==> src/rtl/ecc_cap_pkg.sv <==
package ecc_cap_pkg;

    localparam int REG_AW   = 3;
    localparam int REG_DW   = 32;
    localparam int ADDR_W   = 32;
    localparam int ATTR_LSB = 8;
    localparam int KIND_BIT = 31;

    typedef enum logic [REG_AW-1:0] {
        OFS_CFG  = 3'd0,
        OFS_STAT = 3'd1,
        OFS_ADDR = 3'd2,
        OFS_INFO = 3'd3,
        OFS_DATA = 3'd4
    } reg_ofs_e;

    // bit 1: uncorrectable, bit 0: corrected
    typedef struct packed {
        logic fatal;
        logic single;
    } ev_pair_t;

endpackage

==> src/rtl/ecc_cap_regif.sv <==
module ecc_cap_regif
    import ecc_cap_pkg::*;
(
    input  logic              clk,
    input  logic              rst_n,
    input  logic              reg_wr,
    input  logic [REG_AW-1:0] reg_addr,
    input  logic [REG_DW-1:0] reg_wdata,
    input  ev_pair_t          flags,
    input  logic [REG_DW-1:0] cap_addr,
    input  logic [REG_DW-1:0] cap_info,
    input  logic [REG_DW-1:0] cap_data,
    output ev_pair_t          cfg_en,
    output ev_pair_t          clr_req,
    output logic [REG_DW-1:0] reg_rdata
);

    typedef struct packed {
        logic [REG_DW-1:0] cfg_word;
    } regif_st_t;

    regif_st_t st_d, st_q;

    always_comb begin
        st_d    = st_q;
        clr_req = '0;
        if (reg_wr) begin
            case (reg_ofs_e'(reg_addr))
                OFS_CFG:  st_d.cfg_word = reg_wdata;
                OFS_STAT: clr_req       = ev_pair_t'(reg_wdata[1:0]);
                default:  ;
            endcase
        end
    end

    always_ff @(posedge clk or negedge rst_n) begin
        if (!rst_n) begin
            st_q <= '0;
        end else begin
            st_q <= st_d;
        end
    end

    assign cfg_en = ev_pair_t'(st_q.cfg_word[1:0]);

    always_comb begin
        case (reg_ofs_e'(reg_addr))
            OFS_CFG:  reg_rdata = st_q.cfg_word;
            OFS_STAT: reg_rdata = {{(REG_DW-2){1'b0}}, flags};
            OFS_ADDR: reg_rdata = cap_addr;
            OFS_INFO: reg_rdata = cap_info;
            OFS_DATA: reg_rdata = cap_data;
            default:  reg_rdata = '0;
        endcase
    end

endmodule

==> src/rtl/ecc_cap_status.sv <==
module ecc_cap_status
    import ecc_cap_pkg::*;
(
    input  logic     clk,
    input  logic     rst_n,
    input  ev_pair_t hit,
    input  ev_pair_t clr_req,
    output ev_pair_t flags
);

    typedef struct packed {
        ev_pair_t flags;
    } stat_st_t;

    stat_st_t st_d, st_q;

    // a new event outranks a clear of the same bit
    always_comb begin
        st_d       = st_q;
        st_d.flags = ev_pair_t'((st_q.flags & ~clr_req) | hit);
    end

    always_ff @(posedge clk or negedge rst_n) begin
        if (!rst_n) begin
            st_q <= '0;
        end else begin
            st_q <= st_d;
        end
    end

    assign flags = st_q.flags;

endmodule

==> src/rtl/ecc_cap_store.sv <==
module ecc_cap_store
    import ecc_cap_pkg::*;
#(
    parameter int MID_W  = 4,
    parameter int ATTR_W = 8,
    parameter int DATA_W = 32
) (
    input  logic              clk,
    input  logic              rst_n,
    input  ev_pair_t          hit,
    input  logic [ADDR_W-1:0] ev_addr,
    input  logic [MID_W-1:0]  ev_mid,
    input  logic [ATTR_W-1:0] ev_attr,
    input  logic [DATA_W-1:0] ev_data,
    output logic [REG_DW-1:0] cap_addr,
    output logic [REG_DW-1:0] cap_info,
    output logic [REG_DW-1:0] cap_data
);

    typedef struct packed {
        logic [ADDR_W-1:0] addr;
        logic [MID_W-1:0]  mid;
        logic [ATTR_W-1:0] attr;
        logic [DATA_W-1:0] data;
        logic              kind;
    } cap_st_t;

    cap_st_t st_d, st_q;

    always_comb begin
        st_d = st_q;
        if (hit.single || hit.fatal) begin
            st_d.addr = ev_addr;
            st_d.mid  = ev_mid;
            st_d.attr = ev_attr;
            st_d.data = ev_data;
            st_d.kind = hit.fatal;
        end
    end

    always_ff @(posedge clk or negedge rst_n) begin
        if (!rst_n) begin
            st_q <= '0;
        end else begin
            st_q <= st_d;
        end
    end

    always_comb begin
        cap_info                       = '0;
        cap_info[MID_W-1:0]            = st_q.mid;
        cap_info[ATTR_LSB +: ATTR_W]   = st_q.attr;
        cap_info[KIND_BIT]             = st_q.kind;
    end

    assign cap_addr = REG_DW'(st_q.addr);
    assign cap_data = REG_DW'(st_q.data);

endmodule

==> src/rtl/ecc_event_capture.sv <==
module ecc_event_capture
    import ecc_cap_pkg::*;
#(
    parameter int MID_W  = 4,
    parameter int ATTR_W = 8,
    parameter int DATA_W = 32
) (
    input  logic              clk,
    input  logic              rst_n,
    input  logic              ev_single,
    input  logic              ev_fatal,
    input  logic [ADDR_W-1:0] ev_addr,
    input  logic [MID_W-1:0]  ev_mid,
    input  logic [ATTR_W-1:0] ev_attr,
    input  logic [DATA_W-1:0] ev_data,
    input  logic              reg_wr,
    input  logic [REG_AW-1:0] reg_addr,
    input  logic [REG_DW-1:0] reg_wdata,
    output logic [REG_DW-1:0] reg_rdata,
    output logic              irq
);

    ev_pair_t          cfg_en;
    ev_pair_t          clr_req;
    ev_pair_t          flags;
    ev_pair_t          hit;
    logic [REG_DW-1:0] cap_addr;
    logic [REG_DW-1:0] cap_info;
    logic [REG_DW-1:0] cap_data;

    always_comb begin
        hit.single = ev_single & cfg_en.single;
        hit.fatal  = ev_fatal  & cfg_en.fatal;
    end

    ecc_cap_regif i_regif (
        .clk       (clk),
        .rst_n     (rst_n),
        .reg_wr    (reg_wr),
        .reg_addr  (reg_addr),
        .reg_wdata (reg_wdata),
        .flags     (flags),
        .cap_addr  (cap_addr),
        .cap_info  (cap_info),
        .cap_data  (cap_data),
        .cfg_en    (cfg_en),
        .clr_req   (clr_req),
        .reg_rdata (reg_rdata)
    );

    ecc_cap_status i_status (
        .clk     (clk),
        .rst_n   (rst_n),
        .hit     (hit),
        .clr_req (clr_req),
        .flags   (flags)
    );

    ecc_cap_store #(
        .MID_W  (MID_W),
        .ATTR_W (ATTR_W),
        .DATA_W (DATA_W)
    ) i_store (
        .clk      (clk),
        .rst_n    (rst_n),
        .hit      (hit),
        .ev_addr  (ev_addr),
        .ev_mid   (ev_mid),
        .ev_attr  (ev_attr),
        .ev_data  (ev_data),
        .cap_addr (cap_addr),
        .cap_info (cap_info),
        .cap_data (cap_data)
    );

    assign irq = |(flags & cfg_en);

endmodule

==> config.mk <==
export PLATFORM = sky130hd
export DESIGN_NAME = ecc_event_capture
export DESIGN_NICKNAME = d
export VERILOG_FILES = /design/src/rtl/ecc_cap_pkg.sv /design/src/rtl/ecc_cap_regif.sv /design/src/rtl/ecc_cap_status.sv /design/src/rtl/ecc_cap_store.sv /design/src/rtl/ecc_event_capture.sv
export SDC_FILE = /design/constraint.sdc
export NUM_CORES = 1
export LEC_CHECK = 0
export ABC_AREA = 1
export BUFFER_PORTS_ARGS = -buffer_cell sky130_fd_sc_hd__buf_2
export CAP_MARGIN = 5
export CELL_PAD_IN_SITES_DETAIL_PLACEMENT = 1
export CELL_PAD_IN_SITES_GLOBAL_PLACEMENT = 1
export CORE_MARGIN = 2
export CORE_UTILIZATION = 25
export CTS_BUF_LIST = sky130_fd_sc_hd__clkbuf_4
export CTS_CLUSTER_DIAMETER = 50
export DETAILED_ROUTE_END_ITERATION = 6
export GPL_TIMING_DRIVEN = 0
export PLACE_DENSITY_LB_ADDON = 0.08
export REMOVE_ABC_BUFFERS = 1
export SYNTH_ARGS = -nofsm -noshare
export SYNTH_HDL_FRONTEND = slang
export SYNTH_SLANG_ARGS = --single-unit
==> constraint.sdc <==
create_clock -name clk -period 1.7 [get_ports clk]
set_input_delay 0.34 -clock clk [delete_from_list [all_inputs] [get_ports clk]]
set_output_delay 0.34 -clock clk [all_outputs]
set_load 0.02 [all_outputs]
==> results.py <==
metrics = {
    "worst_setup_path": {
        "path_max_fanout": 4,
        "worst-path-buf-inv": 1,
        "criticalPathCategory": "reg2out",
        "critPathTopFamily": "flip-flops",
        "rr_worst_depth": 6,
        "r2r_start": "i_regif.st_q[1]$_DFFE_PN0P_",
        "regToRegEndpoint": "i_store.cap_addr[20]$_DFFE_PN0P_",
        "arrival_ns": 1.41,
        "endpoint_kind": "primary output",
        "rrSetupSlack_ns": 0.09,
        "path_cells": "nand3_2 -> nand2_2 -> nor2_2 -> nand2_1 -> buf_6",
        "max_stage_delay_ns": 0.47,
        "cpMaxStageDelayCell": "dfrtp_2",
        "critPathLaunchType": "register",
        "required_ns": 1.36,
    },
    "detailed_routing": {
        "drtAntennaViolNets": 0,
        "first_iter_violations": 285,
        "vias": 5445,
        "wl_mm": 22.10,
        "avgViaCountPerCell": 4.772,
        "wl_per_cell_um": 19.37,
        "dr.pass1.iters": 4,
        "drc_errors": 0,
    },
    "global_routing": {
        "antenna_found_initial": 1,
        "grt_pass1_vias": 5701,
        "overflow": 0,
        "grt_max_degree": 69,
        "gr-usage-all-layers_pct": 19.82,
        "grt_pass1_wl_mm": 33.00,
    },
    "min_path": {
        "hold-path-endpoint": "i_store.cap_data[3]$_DFFE_PN0P_",
        "hold_depth": 3,
        "min-delay-start": "ev_data[3]",
        "worstHoldPathType": "in2reg",
    },
    "sta": {
        "final.setup.tns_ns": -0.1150,
        "setup_viol": 4,
        "fin_crit_sh_pct": 103.0,
        "fmax_ghz": 0.5710,
        "slew_violations": 0,
        "timing.hold.ws_ns": 0.03796,
        "final.setup.worst_slack_ns": -0.05127,
        "hold_viol_final": 0,
        "worstMarginPinSlew_ns": 0.8641,
        "fin_crit_ns": 1.751,
        "clock_skew_ns": 0.01493,
        "relSlewSlack_pct": 42.39,
        "rsz0062_at_grt": "yes",
    },
    "placed_design": {
        "port_buffers": 148,
        "place_ws_ns": -1.157,
        "dp_hpwl_mm": 10.75,
        "gp_congestion": 0.7141,
        "place_area_um2": 6166,
    },
    "yosys": {
        "synthCells": 656,
        "ys_warn_count": 0,
        "synth_area_per_cell_um2": 7.950,
        "ys_seq_area_share_pct": 53.26,
        "synth_area_um2": 5215,
        "ys_ff_latch": 111,
        "ys_types": 18,
    },
    "finish": {
        "fin_area_um2": 7805,
        "final_layout_size_suffix_gt1_share_pct": 30.54,
        "final_nets": 982,
        "area.growth.synth_to_final_pct": 49.66,
        "n_antenna_cell": 0,
        "mostFrequentLayoutCell": "nand2_1",
        "final_cell_mix": "nand2_1, nand3_1, buf_2",
    },
    "cts": {
        "cts_made_buffers": 9,
        "cts_tree": "done",
        "cts-root-buf": "clkbuf_4",
        "clock-sinks": 111,
        "h-tree-depth": 3,
        "clockBufferDepth": 2,
        "clk_pin_slew_ns": 0.17,
        "clock_latency_ns": 0.49,
    },
    "floorplanning": {
        "io_pins": 149,
        "die_h_um": 148.4,
        "core.rowCount": 52,
        "start_util_pct": 25.61,
        "die_x_um": 148.4,
        "core_um2": 20360,
        "dieArea_um2": 22030,
    },
    "power_and_ir_drop": {
        "total_power_w": 0.007611,
        "peakVddDrop_v": 0.0003762,
        "p_per_area_nw_per_um2": 975.1,
        "p_leak_nw": 4.088,
    },
    "run": {
        "cap_violations": 0,
    },
    "status": {
        "outcome": "finished with violations",
        "violations": "setup timing",
    },
}
## cells by family after synthesis
family	after synthesis	share of synthesized area, %
AO/OA/AOI/OAI	3	0.3599
flip-flops	111	53.26
buffers and inverters	52	5.278
AND/OR/NAND/NOR	490	41.10
## worst min-delay path: cells and delay by family
family,cells,cell delay (ns)
AND/OR/NAND/NOR,2,0.10
buffers and inverters,1,0.07
## cell usage after synthesis
| library cell | count | share of area (%) |
|---|---|---|
| buf_4 | 7 | 1.0 |
| nand4_1 | 24 | 2.9 |
| clkbuf_1 | 21 | 1.5 |
| nor2_2 | 1 | 0.12 |
| nand2_1 | 303 | 22 |
| o21ai_0 | 2 | 0.19 |
| nor2_1 | 3 | 0.22 |
| inv_4 | 1 | 0.12 |
| clkinv_2 | 1 | 0.096 |
| nor2_8 | 2 | 0.77 |
| buf_2 | 16 | 1.5 |
| a22o_1 | 1 | 0.17 |
| nor2_4 | 1 | 0.22 |
| nand3_1 | 155 | 15 |
| buf_6 | 4 | 0.86 |
| buf_1 | 2 | 0.14 |
| nand2_4 | 1 | 0.22 |
| dfrtp_1 | 111 | 53 |
## where the power goes
group | internal (W) | switching [W] | total (W)
Combinational | 0.00111 | 0.00143 | 0.00254
Sequential | 0.00339 | 0.000446 | 0.00384
Clock | 0.000322 | 0.000915 | 0.00124
## final cells by class
class	instances	area [um^2]
multi-input cells	500	2470
fillers	2426	12560
repair buffers	241	2053
inverters	2	41.29
clock buffers	11	82.58
repair inverters	1	16.27
flip-flops and latches	111	2779
well taps	270	337.8
clock inverters	5	25.02
## registers in the layout, summed over array words and instances, names as in the netlist
register / count
i_regif.st_q: 32
i_store.cap_addr: 32
i_store.cap_data: 32
i_store.cap_info: 13
i_status.flags: 2
## routing by layer
layer / global-route usage, % / wire length (um)
met3: 3.528 / 1078
met4: 4.429 / 278
met1: 26.31 / 10060
met2: 33.87 / 10670
met5: 0 / 13
## stage by stage
stage                     cells  utilization (%)
after floorplan             606                -
after global placement     1024            29.61
after detailed placement   1028            30.28
after CTS                  1128            36.52
after global routing       1141            38.33
final                      1141            38.33
## how the worst max path moves through the flow
stage / startpoint / to / slack [ns] / cells past startpoint
finish: i_regif.st_q[0]$_DFFE_PN0P_ / reg_rdata[0] / -0.05 / 5
global route: i_regif.st_q[0]$_DFFE_PN0P_ / reg_rdata[0] / -0.16 / 5
CTS: i_regif.st_q[0]$_DFFE_PN0P_ / reg_rdata[0] / -0.11 / 5
detailed placement: reg_addr[2] / reg_rdata[29] / -1.16 / 6
global placement: ev_single / i_store.cap_info[11]$_DFFE_PN0P_ / -4.65 / 5
floorplan: i_regif.st_q[1]$_DFFE_PN0P_ / i_store.cap_addr[0]$_DFFE_PN0P_ / -1.84 / 4
## what timing repair did
action | CTS | global route
cloned | 11 | 3
pin swaps | 16 | 29
hold buffers | 45 | 1
setup buffers | 29 | 10
hold endpoints to repair | 93 | 1
setup endpoints to repair | 141 | 105
resized for setup | 54 | 74
Note: power is estimated with default switching activity, not from simulation.
